==> src/rtl/cfg_window_port.sv <==
module cfg_window_port #(
  parameter logic [15:0] CMD_RST0 = 16'h01F0,
  parameter logic [15:0] CMD_RST1 = 16'h0170,
  parameter logic [15:0] CTL_RST0 = 16'h03F6,
  parameter logic [15:0] CTL_RST1 = 16'h0376,
  parameter logic [7:0]  GEN_RST  = 8'h01,
  parameter logic [7:0]  DTM_RST  = 8'hF5,
  parameter logic [7:0]  CTM_RST  = 8'hDE,
  parameter logic [7:0]  PTR_RST  = 8'h50,
  parameter int          RA_W     = 10
) (
  input  logic                 clk,
  input  logic                 rst_n,
  input  logic                 wr_en,
  input  logic                 rd_en,
  input  logic [1:0]           addr,
  input  logic [15:0]          wdata,
  output logic [15:0]          rdata,
  output logic [1:0]           fifo_clr,
  output logic [1:0]           dma_en,
  output logic [1:0]           io_en,
  output logic [2*RA_W-1:0]    ra_count
);
  localparam int HI_W = RA_W - 8;
  localparam logic [2:0] LAST_IDX = 3'd6;

  logic [7:0] ptr;
  logic [1:0][15:0] cmd_base, ctl_base;
  logic [1:0][7:0]  gen_cfg, ra_lo, dtm, ctm;
  logic [1:0][HI_W-1:0] ra_hi;
  logic [15:0] rd_mux;

  wire       dat_sel = (addr == 2'd0);
  wire       ptr_sel = (addr == 2'd1);
  wire [2:0] idx     = ptr[2:0];
  wire       bank    = ptr[3];
  wire       dat_wr  = dat_sel && wr_en;
  wire       dat_acc = dat_sel && (wr_en || rd_en);

  always_ff @(posedge clk or negedge rst_n) begin
    if (!rst_n) begin
      ptr <= PTR_RST;
    end else if (ptr_sel && wr_en) begin
      ptr <= wdata[7:0];
    end else if (dat_acc && ptr[7]) begin
      ptr[2:0] <= (idx >= LAST_IDX) ? 3'd0 : idx + 3'd1;
    end
  end

  always_ff @(posedge clk or negedge rst_n) begin
    if (!rst_n) begin
      cmd_base <= {CMD_RST1, CMD_RST0};
      ctl_base <= {CTL_RST1, CTL_RST0};
      gen_cfg  <= {2{GEN_RST}};
      dtm      <= {2{DTM_RST}};
      ctm      <= {2{CTM_RST}};
      ra_lo    <= '0;
      ra_hi    <= '0;
      fifo_clr <= '0;
    end else begin
      fifo_clr <= '0;
      if (dat_wr) begin
        case (idx)
          3'd0: cmd_base[bank] <= wdata;
          3'd1: gen_cfg[bank]  <= wdata[7:0];
          3'd2: ra_lo[bank]    <= wdata[7:0];
          3'd3: begin
            ra_hi[bank]    <= wdata[HI_W-1:0];
            fifo_clr[bank] <= wdata[6];
          end
          3'd4: ctl_base[bank] <= wdata;
          3'd5: dtm[bank]      <= wdata[7:0];
          3'd6: ctm[bank]      <= wdata[7:0];
          default: ;
        endcase
      end
    end
  end

  always_comb begin
    rd_mux = '0;
    if (ptr_sel) begin
      rd_mux = {8'h00, ptr};
    end else if (dat_sel) begin
      case (idx)
        3'd0: rd_mux = cmd_base[bank];
        3'd1: rd_mux = {8'h00, gen_cfg[bank]};
        3'd4: rd_mux = ctl_base[bank];
        3'd5: rd_mux = {8'h00, dtm[bank]};
        3'd6: rd_mux = {8'h00, ctm[bank]};
        default: rd_mux = '0;
      endcase
    end
  end

  always_ff @(posedge clk or negedge rst_n) begin
    if (!rst_n) rdata <= '0;
    else if (rd_en) rdata <= rd_mux;
  end

  genvar b;
  generate
    for (b = 0; b < 2; b++) begin : g_bank
      assign dma_en[b] = gen_cfg[b][7];
      assign io_en[b]  = gen_cfg[b][0];
      assign ra_count[b*RA_W +: RA_W] = {ra_hi[b], ra_lo[b]};
    end
  endgenerate
endmodule

==> config.mk <==
export PLATFORM = sky130hd
export DESIGN_NAME = cfg_window_port
export DESIGN_NICKNAME = d
export VERILOG_FILES = /design/src/rtl/cfg_window_port.sv
export SDC_FILE = /design/constraint.sdc
export NUM_CORES = 1
export LEC_CHECK = 0
export ABC_AREA = 1
export BUFFER_PORTS_ARGS = -buffer_cell sky130_fd_sc_hd__buf_2
export CAP_MARGIN = 20
export CELL_PAD_IN_SITES_DETAIL_PLACEMENT = 0
export CELL_PAD_IN_SITES_GLOBAL_PLACEMENT = 2
export CORE_MARGIN = 3
export CORE_UTILIZATION = 25
export DETAILED_ROUTE_END_ITERATION = 12
export PLACE_DENSITY = 0.61
export RECOVER_POWER = 25
export SYNTH_ARGS = -nofsm -noshare
export SYNTH_HDL_FRONTEND = slang
export SYNTH_SLANG_ARGS = --single-unit
==> constraint.sdc <==
create_clock -name clk -period 2 [get_ports clk]
set_clock_uncertainty 0.15 [all_clocks]
set_input_delay 0.2 -clock clk [delete_from_list [all_inputs] [get_ports clk]]
set_output_delay 0.2 -clock clk [all_outputs]
set_load 0.01 [all_outputs]
After elaboration in Yosys (flattened, before gate mapping)
Index checks and enable logic that the tools add are counted.

cells by class
  add/sub/neg operators = 1
  order comparisons = 3
  eq/ne operators = 7
  multiplexer cells = 33
  bitwise gates (word level) = 1
  reduce and logical (&&, ||, !) cells = 16

operators with widths
  kind                                                        count
  two-way mux 16 bit                                          7
  one-hot mux 16 bit (5 select lines)                         1
  bitwise mux 16 bit                                          4
  bitwise mux 32 bit                                          2
  two-way mux 8 bit                                           7
  demux 16 bit (select 1 bit)                                 1
  AND reduction 2 bit                                         7
  == test 3 bit, second input constant                        3
  two-way mux 3 bit                                           3
  demux 8 bit (select 1 bit)                                  1
  == test 3 x 2 -> 1 bit, second input constant               2
  two-way mux 2 bit                                           3
  logical AND 1 bit                                           5
  bitwise mux 4 bit                                           1
  adder 3 x 1 -> 3 bit, second input constant                 1
  == test 3 x 1 -> 1 bit, second input constant               1
  greater-or-equal comparator 3 bit, second input constant    1
  logical NOT 3 bit                                           1
  AND 2 bit                                                   1
  demux 2 bit (select 1 bit)                                  1
  == test 2 x 1 -> 1 bit, second input constant               1
  logical NOT 2 bit                                           1
  less-than comparator 1 x 2 -> 1 bit, second input constant  1
  nonzero test 2 bit                                          1
  4 further kinds                                             4

word-level totals
  flip-flop bits (word level) = 158
  word-level logic and storage cells = 79

Depth between registers and ports, before layout
Gate-level depths: netlist (run 1).

  word-level depth = 7
  mapped depth = 9
  depth with buffers taken out = 8

Worst setup path after synthesis (run 1)
Ideal clock, no wire load.

  path type = reg2reg
  start point = register ptr[0]
  end point = register ra_lo (netlist bit ra_count[16])
  library setup time = 0.130 ns
  arrival = 1.304 ns
  path slack = 0.416 ns
  cell stages (with the launch flop) = 9
  path buffers = 1
  cell sequence = dfrtp_1 inv_1 ha_1 inv_1 nor3_4 nand2_2 buf_6 nand2_1 o21ai_1

between the ends
  cells in the longest elaborated chain, start to end = 2

ends and longest elaborated chain
  element                               line  text
  start, declared                       27    logic [7:0] ptr;
  start signal, assigned                44    ptr <= wdata[7:0];
  start signal, assigned                46    ptr[2:0] <= (idx >= LAST_IDX) ? 3'd0 : idx + 3'd1;
  == test 3 x 2 -> 1 bit                63    case (idx)
  AND reduction 2 bit (no source line)  -
  end signal, assigned by index         66    3'd2: ra_lo[bank] <= wdata[7:0];
  end, declared                         29    logic [1:0][7:0] gen_cfg, ra_lo, dtm, ctm;

Every way passes these cells.
A chain may end at the register's enable or synchronous reset.

Worst setup path after layout (run 1)
  start point = register ptr[0]
  end point = register ra_lo (netlist bit ra_count[12])

Same word-level chain as after synthesis.

==> impl_metrics.csv, run 1 <==
group,metric,value,unit
worst_setup_path,start_kind,"register",
grt,grt_max_degree,55,
grt,grt_util_all_layers,14.7,%
synth,yosysWarnings,0,
place,dp_hpwl,14500,um
place,dp_cells,1276,
pwr,power,11.4,mW
detailed_routing,drt-wirelength-per-cell,16.8,um
synth,postSynthAreaPerCell,8.40,sq um
clock_network,cts.path.max_buffers,2,
pwr,switching_share,33.0,%
floorplan,core_area,0.0281,sq mm
floorplan,initial_core_util,25.6,%
worst_setup_path,crit_start,"ptr[0]",
clock_network,cts-buffers-inserted,17,
synth,synth_top_family_by_area,"simple AND/OR/NAND/NOR gates",
sta,worst_pin_slew,1210,ps
floorplan,fp.dieW,176,um
place,place_ws,77.5,ps
sta,period_needed,1860,ps
detailed_routing,highest_layer,"met4",
worst_setup_path,cpLargestDelayFamily,"simple AND/OR/NAND/NOR gates",
sta,period_share,93.1,%
place,place_congestion,0.718,
detailed_routing,antenna_left,0,
synth,yosysSeqAreaShare,55.9,%
sta,maxSlewViolCount,0,
worst_setup_path,cpPeakStageDelay,390,ps
grt,antenna_found_initial,0,
pwr,internal-power,7.66,mW
worst_setup_path,crit_type,"reg -> reg",
synth,synthMuxAreaShare,0,%
sta,setup_viol,0,
final_layout,area_growth,21.2,%
sta,worst_slack,139,ps
grt,globalRouteOverflowTotal,0,
final_layout,final_common_cell,"nand2_1",
worst_setup_path,crit_path_cell_trace,"inv_1, ha_1, inv_1, nor3_4, nand2_2, nand2_1, o21ai_1",
floorplan,dieHeight,176,um
detailed_routing,wl_met3,667,um
floorplan,dieArea,0.0308,sq mm
pwr,power_frac_seq,44.8,%
worst_setup_path,endpoint_kind,"register",
synth,ys_ff_latch,158,
clock_network,cts.clk_slew.worst_paths,70,ps
final_layout,diodes,0,
sta,hold_ws,33.0,ps
floorplan,ios,64,
final_layout,fillers,3098,
clock_network,htree_levels,4,
worst_setup_path,path_buf_inv,2,
detailed_routing,drt-met1-wl,11400,um
final_layout,layout_common_cells,"344 x nand2_1, 105 x dfrtp_1, 103 x o21ai_1",
clock_network,cts_tree,"built",
final_layout,post-route-util,31.0,%
synth,synth_compound_area_share,13.3,%
worst_setup_path,cp.arrival,2000,ps
sta,finalSetupTns,0,ps
sta,hold_violations,0,
sta,maxSlewHeadroom,19.0,%
pwr,power_density,1310,mW/mm^2
final_layout,layout-drive-gt1-share,21.3,%
detailed_routing,drt_wl_total,22200,um
detailed_routing,drt_iter0_drc,381,
pwr,switchingPower,3.77,mW
synth,synth_nets,883,
sta,fmax,537,MHz
grt,grt_pass1_wl,34700,um
grt,grt_pass1_vias,5746,
detailed_routing,wl_met2,9860,um
worst_setup_path,worstPathRequired,2140,ps
job,cap_violations,0,
detailed_routing,vias,5697,
clock_network,ctsRootBufferMaster,"clkbuf_16",
synth,synth_fa_ha_area_share,0.870,%
worst_setup_path,slowest_stage,"dfrtp_1",
pwr,combPwrFrac,24.6,%
worst_setup_path,r2r-start,"ptr[0]",
synth,syn_area,0.00719,sq mm
synth,synth_xor_area_share,0,%
place,io_buffers,63,
clock_network,clock_latency,420,ps
synth,synthCells,856,
detailed_routing,vias_per_cell,4.32,
final_layout,finish.instance_area,0.00871,sq mm
min_path,hp-class,"in -> reg",
clock_network,clock_sinks,158,
worst_setup_path,crit_path_frequent_cell,"inv_1",
floorplan,fp-row-count,61,
synth,yosys.area_share.simple,23.2,%
detailed_routing,drc,0,
pwr,clockPowerShare,30.6,%
final_layout,stdcell_count,1320,
min_path,min-delay-start,"rd_en",
status,status,"finished clean",
final_layout,final_nets,956,
pwr,p_leak,4.25,nW
place,placed_area,0.00799,sq mm
detailed_routing,firstDrtPassIters,5,
sta,rsz0062_at_grt,"yes",
synth,synth_cell_types,29,
worst_setup_path,crit_fanout,16,
pwr,vdd_drop_max,0.000598,V
cells by family (layout without fill, tap and decap cells):
| family | after synthesis | after routing |
|---|---|---|
| and+or+nand+nor | 411 | 411 |
| AOI/OAI and AO/OA | 181 | 181 |
| DFF | 158 | 158 |
| buffers and inverters | 101 | 187 |
| adders and majority gates | 5 | 5 |
tightest hold or removal path: cells and delay by family:
kind	cells	cell delay, ps
AO/OA/AOI/OAI	1	120
buffers and inverters	1	200
AND/OR/NAND/NOR	1	50
repair_timing:
item,4_1_cts,5_1_grt
gates resized for setup,0,4
hold endpoints to repair,127,0
endpoints found under the setup margin,0,27
hold buffers,12,0
buffers inserted,0,0
layout make-up:
type / count / area, sq um / area share [%]
Clock buffer: 17 / 425 / 4.88
Clock inverter: 15 / 198 / 2.27
Inverter: 50 / 190 / 2.18
Multi-Input combinational cell: 597 / 2690 / 30.9
Sequential cell: 158 / 4020 / 46.2
Tap cell: 378 / 473 / 5.43
Timing Repair Buffer: 105 / 713 / 8.19
cell usage after synthesis:
cell        n  area, sq um
buf_2      25          125
inv_2       3         11.3
o21bai_1    8         60.1
ha_1        5         62.6
a21oi_1     5         25.0
nor3_4      2         32.5
nand2_4     1         11.3
nand2_2     9         56.3
dfrtp_1   106         2650
buf_6       6         67.6
o22ai_1     8         50.1
dfstp_2    52         1370
o211ai_1    3         22.5
nand2_1   344         1290
nor3_2      2         20.0
nor2_4      3         33.8
o21a_1      4         30.0
or2_2       1         6.26
buf_1       1         3.75
a31oi_1     4         25.0
nor4_1      2         12.5
inv_1      47          176
buf_4       7         52.6
nand3_1    18         90.1
clkbuf_1   12         45.0
nor2_1     27          101
o21ai_0    46          230
nor2_2      2         12.5
o21ai_1   103          515
final timing paths:
kind                            depth (start not counted)  slack [ps]            to
worst max-delay path                                    7         140  ra_count[12]
worst min-delay path                                    3          30      rdata[2]
worst max register to register                          7         140  ra_count[12]
worst min register to register                          2         320        ctm[3]
max in group asynchronous                               3         240       dtm[12]
min in group asynchronous                               2         390  ra_count[19]
layer usage:
layer	vias up	track usage [%]
met5	-	0
li1	2883	-
met1	2715	21.2
met2	86	23.3
met4	0	3.46
met3	13	2.29
state kept, by name (all words and copies together), names as in the netlist:
register and cells:
dma_en 2, ra_count 20, rdata 16, gen_cfg 12
ctm 16, fifo_clr 2, ctl_base 32, io_en 2
ptr 8, cmd_base 32, dtm 16
power groups by stage:
stage          logic (mW)  clock network (mW)  registers, mW
6_report             2.81                3.50           5.12
5_1_grt              3.26                3.71           5.28
4_1_cts              2.88                3.60           5.13
3_5_place_dp         2.85                   0           5.18
3_3_place_gp         2.83                   0           5.17
2_1_floorplan        1.82                   0           5.13
Power figures use the tool's default switching activity.
==> inputs of run 2 (changes only) <==
--- a/config.mk
+++ b/config.mk
@@ -12,2 +12,3 @@
 export CELL_PAD_IN_SITES_GLOBAL_PLACEMENT = 2
+export CORE_ASPECT_RATIO = 0.9
 export CORE_MARGIN = 3
==> constraint.sdc (replaced) <==
create_clock -name clk -period 1.9 [get_ports clk]
set_clock_uncertainty 0.15 [all_clocks]
set_input_delay 0.19 -clock clk [delete_from_list [all_inputs] [get_ports clk]]
set_output_delay 0.19 -clock clk [all_outputs]
set_load 0.05 [all_outputs]
==> run 2 against run 1 <==
Worst hold slack worse by 25 ps. Sequential power up 5.7%. Via count down 0.70%. Fmax up 2.2%. Critical path depth unchanged. Clock power down 2%. Sequential cell count unchanged. Clock-buffer cell count up 1. Critical path type unchanged.
==> impl_metrics.csv, run 2 (synthesized netlist as in run 1, its figures left out) <==
group,metric,value,unit
detailed_routing,drc,0,
grt,busiest_layer,"met1",
clock_network,clock_sinks,158,
worst_setup_path,endpoint_kind,"register",
clock_network,cts_tree,"built",
floorplan,fp-row-count,58,
clock_network,cts-buffers-inserted,17,
pwr,vdd_drop_max,0.000584,V
worst_setup_path,r2r_setup_slack,80,ps
sta,maxSlewHeadroom,30.2,%
grt,use_met1,22.8,%
detailed_routing,vias,5657,
sta,rsz0062_at_grt,"yes",
detailed_routing,drt-wirelength-per-cell,17.0,um
final_layout,diodes,0,
clock_network,cts.path.max_buffers,2,
worst_setup_path,crit_path_cell_trace,"inv_1, ha_1, inv_1, nor3_4, nand2_2, nand2_1, o21ai_1",
sta,setup_viol,0,
place,io_buffers,63,
final_layout,layout_common_cells,"343 x nand2_1, 105 x dfrtp_1, 103 x o21ai_1",
final_layout,final_nets,959,
sta,worst_slack,78.3,ps
final_layout,area_growth,21.0,%
grt,grt_pass1_vias,5583,
worst_setup_path,crit_fanout,16,
floorplan,fp.dieW,185,um
grt,grtUsageMet2,21.4,%
pwr,power_density,1450,mW/mm^2
detailed_routing,drt_iter0_drc,324,
worst_setup_path,worstPathRequired,2040,ps
sta,period_needed,1820,ps
grt,globalRouteOverflowTotal,0,
sta,worst_pin_slew,1050,ps
worst_setup_path,start_kind,"register",
worst_setup_path,cpPeakStageDelay,420,ps
floorplan,initial_core_util,25.5,%
place,place_ws,35.0,ps
detailed_routing,antenna_left,0,
floorplan,ios,64,
min_path,hp-class,"in -> async",
job,cap_violations,0,
place,dp_hpwl,14700,um
clock_network,ctsRootBufferMaster,"clkbuf_16",
floorplan,dieArea,0.0308,sq mm
detailed_routing,drt_wl_total,22200,um
sta,fmax,549,MHz
sta,maxSlewViolCount,0,
sta,period_share,95.9,%
worst_setup_path,cp.arrival,1960,ps
worst_setup_path,crit_type,"reg -> reg",
final_layout,layout-drive-gt1-share,22.1,%
clock_network,clock_latency,430,ps
final_layout,post-route-util,30.9,%
pwr,power,12.6,mW
floorplan,core_area,0.0282,sq mm
grt,grt_util_all_layers,14.7,%
sta,hold_violations,0,
worst_setup_path,crit_path_frequent_cell,"inv_1",
status,status,"finished clean",
grt,antenna_found_initial,0,
grt,grt_pass1_wl,34500,um
pwr,p_leak,4.25,nW
worst_setup_path,slowest_stage,"dfrtp_1",
grt,grt_max_degree,47,
detailed_routing,firstDrtPassIters,5,
clock_network,cts.clk_slew.worst_paths,70,ps
clock_network,htree_levels,4,
detailed_routing,vias_per_cell,4.33,
floorplan,dieHeight,167,um
place,place_congestion,0.767,
grt,gr-usage-met3,2.23,%
final_layout,fillers,3044,
final_layout,final_common_cell,"nand2_1",
## run 2: layer usage
layer  routed length (um)  share of wire [%]  vias to the layer above
met5                    0                  0                        -
met4                  160               0.72                        0
met3                  580                2.6                        9
met2                 9510                 43                       69
met1                11900                 54                     2693
li1                     -                  -                     2886
## run 2: where the power goes
| group | switching (mW) | total [mW] | internal (mW) |
|---|---|---|---|
| logic | 2.55 | 3.75 | 1.20 |
| registers | 0.634 | 5.41 | 4.78 |
| clock network | 1.57 | 3.44 | 1.86 |
## run 2: stage by stage
stage          area (sq um)  std cells  hold slack [ps]  TNS [ps]
3_3_place_gp           8030       1261             -103         0
4_1_cts                8720       1305             4.70         0
6_report               8700       1305             8.29         0
5_1_grt                8700       1305             28.3     -3.64
3_5_place_dp           8030       1261             -101         0
2_1_floorplan          7190        856             -256         0
## run 2: worst max-delay path: cells and delay by family, from the launching register on
family                   cells  cell delay (ps)
AND/OR/NAND/NOR              3              680
AO/OA/AOI/OAI                1               60
flip-flops                   1              420
buffers and inverters        2              200
adder cells (fa/ha/maj)      1              180
## run 2: layout make-up
class                           count  area, sq um  area share [%]
Sequential cell                   158         4020            46.2
Multi-Input combinational cell    597         2700            31.1
Timing Repair Buffer              108          757            8.70
Tap cell                          360          450            5.18
Clock buffer                       18          429            4.93
Inverter                           50          193            2.22
Clock inverter                     14          146            1.68
## run 2: timing repair
action / 4_1_cts / 5_1_grt
resized for setup: 0 / 10
endpoints found under the hold margin: 176 / 0
hold buffers: 12 / 0
setup buffers: 0 / 0
endpoints found under the setup margin: 0 / 32
## run 2: path summary, 6_finish.rpt
check,startpoint,endpoint,depth (start not counted)
setup / recovery,ptr[0],ra_count[16],7
hold / removal,rst_n,fifo_clr[0],2
setup reg to reg,ptr[0],ra_count[16],7
hold reg to reg,ctm[3],ctm[3],2
max in group asynchronous,rst_n,ptr[3],3
min in group clk,rd_en,rdata[0],3
